**src/rtl/claim_arb_pkg.sv**
```systemverilog
package claim_arb_pkg;

   typedef enum logic {
      SCAN_IDLE = 1'b0,
      SCAN_RUN  = 1'b1
   } scan_state_e;

   // Circular successor of an index in a ring of n slots.
   function automatic int unsigned ring_next(input int unsigned v, input int unsigned n);
      return (v + 1 >= n) ? 0 : v + 1;
   endfunction

endpackage

```
**src/rtl/claim_slot_bank.sv**
```systemverilog
module claim_slot_bank #(
   parameter int NUM_SLOTS = 8,
   parameter int ACT_W     = 3,
   parameter int DATA_W    = 8,
   localparam int IDX_W    = $clog2(NUM_SLOTS)
) (
   input  logic                        clk,
   input  logic                        rst_n,
   input  logic                        claim_en,
   input  logic [IDX_W-1:0]            claim_idx,
   input  logic [ACT_W-1:0]            claim_action,
   input  logic [DATA_W-1:0]           claim_data,
   input  logic                        rel_valid,
   input  logic [IDX_W-1:0]            rel_slot,
   output logic [NUM_SLOTS*ACT_W-1:0]  action_flat,
   output logic [NUM_SLOTS*DATA_W-1:0] data_flat
);

   for (genvar i = 0; i < NUM_SLOTS; i++) begin : g_slot
      logic [ACT_W-1:0]  act_q;
      logic [DATA_W-1:0] dat_q;
      logic              drop_pend;
      logic              hit_claim;
      logic              hit_rel;

      assign hit_claim = claim_en && (claim_idx == IDX_W'(i));
      assign hit_rel   = rel_valid && (rel_slot == IDX_W'(i)) &&
                         (act_q != '0) && !drop_pend;

      always_ff @(posedge clk) begin
         if (!rst_n) begin
            act_q     <= '0;
            dat_q     <= '0;
            drop_pend <= 1'b0;
         end else begin
            if (hit_claim) begin
               act_q <= claim_action;
               dat_q <= claim_data;
            end
            // release: data first, action code one cycle later
            if (hit_rel) begin
               dat_q     <= '0;
               drop_pend <= 1'b1;
            end
            if (drop_pend) begin
               act_q     <= '0;
               drop_pend <= 1'b0;
            end
         end
      end

      assign action_flat[i*ACT_W +: ACT_W]  = act_q;
      assign data_flat[i*DATA_W +: DATA_W]  = dat_q;
   end

endmodule

```
**src/rtl/claim_slot_pick.sv**
```systemverilog
module claim_slot_pick #(
   parameter int NUM_SLOTS = 8,
   parameter int ACT_W     = 3,
   localparam int IDX_W    = $clog2(NUM_SLOTS)
) (
   input  logic [NUM_SLOTS-1:0]       slot_in_host,
   input  logic [NUM_SLOTS*ACT_W-1:0] action_flat,
   input  logic [IDX_W-1:0]           cand_idx,
   output logic                       cand_ok
);

   logic [NUM_SLOTS-1:0] idle_vec;

   for (genvar i = 0; i < NUM_SLOTS; i++) begin : g_idle
      assign idle_vec[i] = slot_in_host[i] &&
                           (action_flat[i*ACT_W +: ACT_W] == '0);
   end

   localparam bit POW2 = ((1 << IDX_W) == NUM_SLOTS);

   if (POW2) begin : g_direct
      assign cand_ok = idle_vec[cand_idx];
   end else begin : g_guarded
      always_comb begin
         cand_ok = 1'b0;
         for (int k = 0; k < NUM_SLOTS; k++) begin
            if (cand_idx == IDX_W'(k)) cand_ok = idle_vec[k];
         end
      end
   end

endmodule

```
**src/rtl/claim_scan_ctrl.sv**
```systemverilog
module claim_scan_ctrl
   import claim_arb_pkg::*;
#(
   parameter int NUM_SLOTS = 8,
   parameter int ACT_W     = 3,
   parameter int DATA_W    = 8,
   localparam int IDX_W    = $clog2(NUM_SLOTS),
   localparam int CNT_W    = (IDX_W < 1) ? 1 : IDX_W,
   localparam int LAST_STEP = NUM_SLOTS - 2
) (
   input  logic              clk,
   input  logic              rst_n,
   input  logic              req_valid,
   input  logic [IDX_W-1:0]  req_src,
   input  logic [ACT_W-1:0]  req_action,
   input  logic [DATA_W-1:0] req_data,
   input  logic              cand_ok,
   output logic [IDX_W-1:0]  cand_idx,
   output logic              claim_en,
   output logic [ACT_W-1:0]  claim_action,
   output logic [DATA_W-1:0] claim_data,
   output logic              busy,
   output logic              done,
   output logic              found,
   output logic [IDX_W-1:0]  grant_idx
);

   scan_state_e       state_q;
   logic [IDX_W-1:0]  ptr_q;
   logic [CNT_W-1:0]  step_q;
   logic [ACT_W-1:0]  act_q;
   logic [DATA_W-1:0] dat_q;
   logic              accept;
   logic              last_step;
   logic [IDX_W-1:0]  ptr_succ;
   logic [IDX_W-1:0]  src_succ;

   assign accept    = (state_q == SCAN_IDLE) && req_valid && (req_action != '0) &&
                      (int'(req_src) < NUM_SLOTS);
   assign last_step = (step_q == CNT_W'(LAST_STEP));
   assign ptr_succ  = IDX_W'(ring_next(int'(ptr_q), NUM_SLOTS));
   assign src_succ  = IDX_W'(ring_next(int'(req_src), NUM_SLOTS));

   assign cand_idx     = ptr_q;
   assign claim_en     = (state_q == SCAN_RUN) && cand_ok;
   assign claim_action = act_q;
   assign claim_data   = dat_q;
   assign busy         = (state_q == SCAN_RUN);

   always_ff @(posedge clk) begin
      if (!rst_n) begin
         state_q   <= SCAN_IDLE;
         ptr_q     <= '0;
         step_q    <= '0;
         act_q     <= '0;
         dat_q     <= '0;
         done      <= 1'b0;
         found     <= 1'b0;
         grant_idx <= '0;
      end else begin
         done <= 1'b0;
         unique case (state_q)
            SCAN_IDLE: begin
               if (accept) begin
                  state_q <= SCAN_RUN;
                  ptr_q   <= src_succ;
                  step_q  <= '0;
                  act_q   <= req_action;
                  dat_q   <= req_data;
               end
            end
            SCAN_RUN: begin
               if (cand_ok) begin
                  state_q   <= SCAN_IDLE;
                  done      <= 1'b1;
                  found     <= 1'b1;
                  grant_idx <= ptr_q;
               end else if (last_step) begin
                  state_q <= SCAN_IDLE;
                  done    <= 1'b1;
                  found   <= 1'b0;
               end else begin
                  ptr_q  <= ptr_succ;
                  step_q <= step_q + 1'b1;
               end
            end
            default: state_q <= SCAN_IDLE;
         endcase
      end
   end

endmodule

```
**src/rtl/claim_arbiter.sv**
```systemverilog
module claim_arbiter #(
   parameter int NUM_SLOTS = 8,
   parameter int ACT_W     = 3,
   parameter int DATA_W    = 8,
   localparam int IDX_W    = $clog2(NUM_SLOTS)
) (
   input  logic                        clk,
   input  logic                        rst_n,
   input  logic [NUM_SLOTS-1:0]        slot_in_host,
   input  logic                        req_valid,
   input  logic [IDX_W-1:0]            req_src,
   input  logic [ACT_W-1:0]            req_action,
   input  logic [DATA_W-1:0]           req_data,
   input  logic                        rel_valid,
   input  logic [IDX_W-1:0]            rel_slot,
   output logic                        busy,
   output logic                        done,
   output logic                        found,
   output logic [IDX_W-1:0]            grant_idx,
   output logic [NUM_SLOTS*ACT_W-1:0]  slot_action_flat,
   output logic [NUM_SLOTS*DATA_W-1:0] slot_data_flat
);

   if (NUM_SLOTS < 2) begin : g_bad_slots
      $error("claim_arbiter: NUM_SLOTS must be at least 2");
   end
   if (ACT_W < 1) begin : g_bad_act
      $error("claim_arbiter: ACT_W must be at least 1");
   end
   if (DATA_W < 1) begin : g_bad_data
      $error("claim_arbiter: DATA_W must be at least 1");
   end

   logic              cand_ok;
   logic [IDX_W-1:0]  cand_idx;
   logic              claim_en;
   logic [ACT_W-1:0]  claim_action;
   logic [DATA_W-1:0] claim_data;

   claim_scan_ctrl #(
      .NUM_SLOTS (NUM_SLOTS),
      .ACT_W     (ACT_W),
      .DATA_W    (DATA_W)
   ) u_scan (
      .clk          (clk),
      .rst_n        (rst_n),
      .req_valid    (req_valid),
      .req_src      (req_src),
      .req_action   (req_action),
      .req_data     (req_data),
      .cand_ok      (cand_ok),
      .cand_idx     (cand_idx),
      .claim_en     (claim_en),
      .claim_action (claim_action),
      .claim_data   (claim_data),
      .busy         (busy),
      .done         (done),
      .found        (found),
      .grant_idx    (grant_idx)
   );

   claim_slot_pick #(
      .NUM_SLOTS (NUM_SLOTS),
      .ACT_W     (ACT_W)
   ) u_pick (
      .slot_in_host (slot_in_host),
      .action_flat  (slot_action_flat),
      .cand_idx     (cand_idx),
      .cand_ok      (cand_ok)
   );

   claim_slot_bank #(
      .NUM_SLOTS (NUM_SLOTS),
      .ACT_W     (ACT_W),
      .DATA_W    (DATA_W)
   ) u_bank (
      .clk          (clk),
      .rst_n        (rst_n),
      .claim_en     (claim_en),
      .claim_idx    (cand_idx),
      .claim_action (claim_action),
      .claim_data   (claim_data),
      .rel_valid    (rel_valid),
      .rel_slot     (rel_slot),
      .action_flat  (slot_action_flat),
      .data_flat    (slot_data_flat)
   );

endmodule

```
**config.mk**
```make
export PLATFORM = sky130hd
export DESIGN_NAME = claim_arbiter
export DESIGN_NICKNAME = d
export VERILOG_FILES = /design/src/rtl/claim_arb_pkg.sv /design/src/rtl/claim_slot_bank.sv /design/src/rtl/claim_slot_pick.sv /design/src/rtl/claim_scan_ctrl.sv /design/src/rtl/claim_arbiter.sv
export SDC_FILE = /design/constraint.sdc
export NUM_CORES = 1
export LEC_CHECK = 0
export BUFFER_PORTS_ARGS = -buffer_cell sky130_fd_sc_hd__buf_4
export CORE_MARGIN = 3
export CORE_UTILIZATION = 52
export DETAILED_ROUTE_END_ITERATION = 8
export PLACE_DENSITY_LB_ADDON = 0.25
export RECOVER_POWER = 50
export SETUP_SLACK_MARGIN = 0.4
export SLEW_MARGIN = 30
export SYNTH_ARGS = -nofsm -noshare
export SYNTH_HDL_FRONTEND = slang
export SYNTH_SLANG_ARGS = --single-unit
export TNS_END_PERCENT = 10
```
**constraint.sdc**
```tcl
create_clock -name clk -period 2.5 [get_ports clk]
set_clock_uncertainty 0.1 [all_clocks]
set_input_delay 0.375 -clock clk [delete_from_list [all_inputs] [get_ports clk]]
set_output_delay 0.375 -clock clk [all_outputs]
set_load 0.005 [all_outputs]
```
# Word-level counts from Yosys, hierarchy flattened
# Cells that the tools add are included.
# totals
regBits,119
latchBits,0
ram_bits,0
rom_bits,0
out_inout_bits,94
elab_cells,178
n_memories,0
# op_classes
addsub,3
n_mul,0
div_mod_pow,0
magnitude_cmp,3
n_eq_ne,18
n_shift,0
mux,28
bitwise_logic,2
n_reduce_logical,92
# op_table
cell,n
1-bit logical AND,43
2-bit OR reduction,16
3-bit zero test,10
3-bit equality test (second input constant),9
3-bit nonzero test,9
3-bit 2-to-1 mux,8
1-bit 2-to-1 mux,16
3-bit by 2-bit equality test with 1-bit output (second input constant),4
3-bit one-hot mux with 2 select lines,2
3-bit by 1-bit adder with 4-bit output (second input constant),2
4-bit >= comparator (second input constant),2
1-bit zero test,8
2-bit AND reduction,4
3-bit by 1-bit equality test with 1-bit output (second input constant),2
3-bit by 4-bit < comparator with 1-bit output (second input constant),1
2-bit != test (second input constant),2
3-bit by 1-bit adder with 3-bit output (second input constant),1
1-bit binary-select mux with 3-bit select,1
3-bit AND reduction,1
2-bit by 1-bit != test with 1-bit output (second input constant),1
1-bit inverter,2
1-bit one-hot mux with 2 select lines,1
2-bit nonzero test,1

# Depth between registers and ports, before layout
# depth
word_depth,6
mapped_depth,7
depth_no_buf,7

# Modules after synthesis
# From an unflattened synthesis, not the netlist that was laid out.
# unflattened
cells_unflattened,589
hier_area_um2,4939.7
# modules_own_cells
mod,n_inst,cells_per_inst,area_per_inst_um2,seq_area_each_um2
claim_slot_bank,1,451,3783.6,1921.8
claim_scan_ctrl,1,118,1021.0,460.4
claim_slot_pick,1,20,135.1,0.0

# Worst setup path before layout
# Ideal clock, no wire load.
# synth_path
path_type,flip-flop to flip-flop
startpoint,reg u_bank.g_slot[6].act_q[2]
endpoint,reg u_bank.g_slot[4].dat_q[0]
arrival_time_ns,1.838
t_required_ns,2.245
slack_ns,0.407
stages_incl_launch_ff,8
path_buffers,1
cell_sequence,dfxtp_1 -> or3_1 -> a2bb2oi_1 -> a211oi_4 -> nand3_1 -> buf_4 -> mux2i_1 -> nor2_1
# synth_between
elab_chain_len,6
# synth_rtl
element,line_no,rtl
"start, declared",claim_slot_bank.sv:20,logic [ACT_W-1:0] act_q;
"start signal, assigned",claim_slot_bank.sv:37,act_q <= claim_action;
3-bit zero test,claim_slot_pick.sv:16,(action_flat[i*ACT_W +: ACT_W] == '0);
1-bit logical AND,claim_slot_pick.sv:15,assign idle_vec[i] = slot_in_host[i] &&
1-bit binary-select mux with 3-bit select,claim_slot_pick.sv:22,assign cand_ok = idle_vec[cand_idx];
1-bit 2-to-1 mux (implied by the code),claim_slot_pick.sv:22,
1-bit logical AND,claim_scan_ctrl.sv:45,assign claim_en = (state_q == SCAN_RUN) && cand_ok;
1-bit logical AND,claim_slot_bank.sv:26,assign hit_claim = claim_en && (claim_idx == IDX_W'(i));
"end signal, assigned",claim_slot_bank.sv:38,dat_q <= claim_data;
"end, declared",claim_slot_bank.sv:21,logic [DATA_W-1:0] dat_q;
# No other way between the ends. The select of a mux whose other input is x is not followed.
# A chain may end at the register's enable or synchronous reset.

# Worst setup path after layout
# layout_path
startpoint,reg u_bank.g_slot[6].act_q[1]
endpoint,reg u_scan.step_q[2]
# layout_between
elab_chain_len,6
# layout_rtl
element,line_no,rtl
3-bit zero test,claim_slot_pick.sv:16,
1-bit logical AND,claim_slot_pick.sv:15,
1-bit binary-select mux with 3-bit select,claim_slot_pick.sv:22,
1-bit 2-to-1 mux (implied by the code),claim_slot_pick.sv:22,
2-bit != test (no line),--,
3-bit AND reduction (no line),--,
"end signal, assigned",claim_scan_ctrl.sv:84,step_q <= step_q + 1'b1;
"end, declared",claim_scan_ctrl.sv:30,logic [CNT_W-1:0] step_q;
# No other way between the ends. The select of a mux whose other input is x is not followed.

==> flow_metrics.py <==
metrics = {
    "timing": {
        "rsz0062_at_grt": "true",
        "setup_viol": 0,
        "fin_crit_sh_pct": 86.3,
        "slew_viol_final": 0,
        "finalHoldViolations": 0,
        "worst_slew_pin_slew_ns": 0.657,
        "finalSetupTns_ns": 0,
        "maxSlewHeadroom_pct": 56.2,
        "min_period_ns": 2.16,
        "max_freq_mhz": 464,
    },
    "yosys": {
        "yosys_warnings": 0,
        "ys_types": 40,
        "ys_seq_area_share_pct": 50.1,
        "syn-instance-count": 477,
        "synth_flop_cell": "dfxtp_1",
        "yosysTopAreaCellShare_pct": 50.1,
        "syn_area_um2": 4750,
        "ys_async_sr_fraction_pct": 0,
        "avgSynthCellArea_um2": 9.97,
        "syn-num-nets": 515,
        "synth_top_area_cell": "dfxtp_1",
        "synth_edf_count": 0,
        "synth_area_leaders": "dfxtp_1, mux2i_1, nor2_1",
        "synth-seq-cells": 119,
    },
    "clock_network": {
        "cts_max_level": 4,
        "cts_tree": "done",
        "clk_pin_slew_ns": 0.06,
        "cts_buffer_depth": 2,
        "clock-sinks": 119,
        "clkLatencyLatePin_ns": 0.52,
        "cts_root_buf": "clkbuf_8",
        "cts_made_buffers": 17,
    },
    "final_layout": {
        "drive_gt1_share_pct": 28.2,
        "stdcell_area_um2": 6500,
        "antenna_cells": 0,
        "finalNetCount": 656,
        "nFillCells": 645,
        "syn2layout_area_growth_pct": 36.7,
    },
    "die": {
        "dieArea_um2": 10300,
        "pin_count": 123,
        "fp.dieW_um": 102,
        "start_util_pct": 54.0,
        "core-area_um2": 8810,
        "chipHeight_um": 102,
        "num_rows": 34,
    },
    "run_status": {
        "status": "finished clean",
    },
    "setup_path": {
        "startpoint": "u_bank.g_slot[6].act_q[1]",
        "criticalPathCategory": "flop to flop",
        "cpLargestDelayFamily": "compound AO/OA/AOI/OAI gates",
        "crit_buf_inv": 2,
        "critPathCaptureType": "flop",
        "cp_data_required_time_ns": 2.81,
        "cpMaxStageDelayCell": "or3_1",
        "path_depth": 8,
        "r2r_setup_slack_ns": 0.34,
        "startpoint_type": "flop",
        "crit_arrival_ns": 2.47,
        "path_cells": "or3_1 -> a2bb2oi_4 -> a211oi_4 -> buf_12 -> o31ai_4 -> buf_4 -> and4b_1 -> o21a_1",
        "path_max_fanout": 4,
        "r2r_end": "u_scan.step_q[2]",
        "max_stage_delay_ns": 0.45,
        "r2r_cells": 8,
        "timing.rr.start": "u_bank.g_slot[6].act_q[1]",
    },
    "routing": {
        "drt_first_pass_iters": 4,
        "finalWirelength_um": 13200,
        "vias": 4000,
        "ant_nets": 0,
        "wl_per_cell_um": 17.9,
        "route.detailed.drc": 0,
        "viasPerCell": 5.41,
        "drt_iter0_drc": 148,
    },
    "grt": {
        "grt_pass1_wl_um": 19900,
        "grt_usage_pct": 25.4,
        "grt.overflow.total": 0,
        "grt_pass1_vias": 3937,
        "grt_max_degree": 44,
        "antenna_found_initial": 0,
    },
    "power_and_ir_drop": {
        "powerDensity_nw_per_um2": 728,
        "power_leakage_nw": 3.29,
        "ir_drop_v": 0.000452,
    },
    "min_path": {
        "hold_depth": 3,
        "min-delay-start": "req_data[2]",
        "hold_end": "u_scan.claim_data[2]",
        "hold_class": "input pin to flop",
    },
    "placement": {
        "portBuffers": 122,
        "gp_congestion": 0.931,
        "dpl.hpwl_um": 8970,
        "place_area_um2": 5790,
    },
    "run": {
        "maxCapViolCount": 0,
    },
}
## worst max path at each step
stage	endpoint	slack, ns
5_1_grt	u_scan.step_q[2]	0.25
2_1_floorplan	u_bank.g_slot[4].dat_q[0]	0.41
6_report	u_scan.step_q[2]	0.34
3_5_place_dp	u_bank.g_slot[7].act_q[2]	0.03
4_1_cts	u_scan.step_q[2]	0.26
3_3_place_gp	u_bank.g_slot[7].act_q[2]	0.14
## layout make-up
type | instances | area (um2) | area share (%)
Clock inverter | 14 | 150 | 2.31
Clock buffer | 18 | 428 | 6.58
Multi-Input combinational cell | 327 | 2290 | 35.2
Tap cell | 108 | 135 | 2.08
Timing Repair Buffer | 149 | 1090 | 16.8
Inverter | 4 | 15.0 | 0.231
Sequential cell | 119 | 2390 | 36.7
## metal layers
layer	wire [um]	track usage (%)	share of wire [%]
met2	6500	41.3	49
met5	0	0	0
met1	5530	30.4	42
met4	221	9.71	1.7
met3	980	9.78	7.4
## power by group
part / switching (mW) / total, mW / internal (mW) / leakage, nW
Combinational: 0.204 / 0.385 / 0.182 / 2.06
Clock: 0.902 / 2.35 / 1.45 / 0.266
Sequential: 0.0693 / 2.00 / 1.93 / 0.963
## worst register-to-register path: stages (launching register included)
cell and delay [ns]:
dfxtp_2 0.32, or3_1 0.45, a2bb2oi_4 0.18, a211oi_4 0.25, buf_12 0.16, o31ai_4 0.08
buf_4 0.18, and4b_1 0.19, o21a_1 0.16
## cells in the final DEF, fill, tap and decap left out, types with 4 or more instances in the layout
master	instances
nor2b_1	10
ha_1	9
clkinvlp_4	6
nor3_1	8
buf_4	50
dfxtp_2	5
mux2i_1	93
clkbuf_4	70
dfxtp_1	114
a21boi_0	12
nand2_1	33
nor2_1	92
a21oi_1	5
buf_6	4
clkbuf_1	21
nor4_1	4
nand2b_1	11
clkbuf_16	16
nand3_1	10
## timing repair
| action | CTS | global route |
|---|---|---|
| resized for setup | 1 | 27 |
| endpoints found under the hold margin | 1 | 0 |
| buffers inserted | 3 | 7 |
| setup endpoints to repair | 99 | 99 |
| hold buffers | 1 | 0 |
| pin swaps | 4 | 5 |
## cells in the mapped netlist, drive strengths merged (2+ instances only)
cell	n
nand2	33
nor3	10
nand3	11
a21boi	12
and3	3
inv	4
a211oi	2
o211ai	2
o21a	3
o31ai	2
a21oi	5
nand3b	2
or3	2
dfxtp	119
buf	8
mux2i	94
clkbuf	19
o21ai	3
nor2	92
o41ai	3
a31oi	2
a22oi	3
nor4	4
nor2b	10
ha	9
nand2b	11
## through the flow
step / hold WS [ns] / utilization (%) / instances / setup WS, ns / power [mW]
after floorplan: 0.317 / - / 477 / 0.407 / 2.22
after global placement: 0.331 / 65.8 / 696 / 0.142 / 2.36
after detailed placement: 0.331 / 65.8 / 696 / 0.0316 / 2.36
after CTS: 0.00359 / 73.2 / 732 / 0.265 / 4.74
after global routing: 0.000982 / 73.8 / 739 / 0.251 / 4.90
final: 0.0178 / 73.8 / 739 / 0.343 / 4.74
## kinds of logic (layout without fill, tap and decap cells)
| group | count (synthesis) | after routing | share of synthesized area [%] |
|---|---|---|---|
| adder cells (fa/ha/maj) | 9 | 9 | 2.37 |
| flip-flops | 119 | 119 | 50.1 |
| AND/OR/NAND/NOR | 182 | 182 | 17.0 |
| buffers and inverters | 31 | 185 | 3.21 |
| multiplexers | 94 | 94 | 19.8 |
| AO/OA/AOI/OAI | 42 | 42 | 7.50 |
## registers in the layout, indices dropped and copies added, names as in the netlist
signal,cells
u_bank.g_slot.act_q,24
u_scan.found,1
u_bank.g_slot.drop_pend,8
u_scan.busy,1
u_scan.step_q,3
u_scan.grant_idx,3
u_scan.cand_idx,3
u_scan.done,1
u_scan.claim_action,3
u_scan.claim_data,8
u_bank.g_slot.dat_q,64
Power figures use the tool's default switching activity.
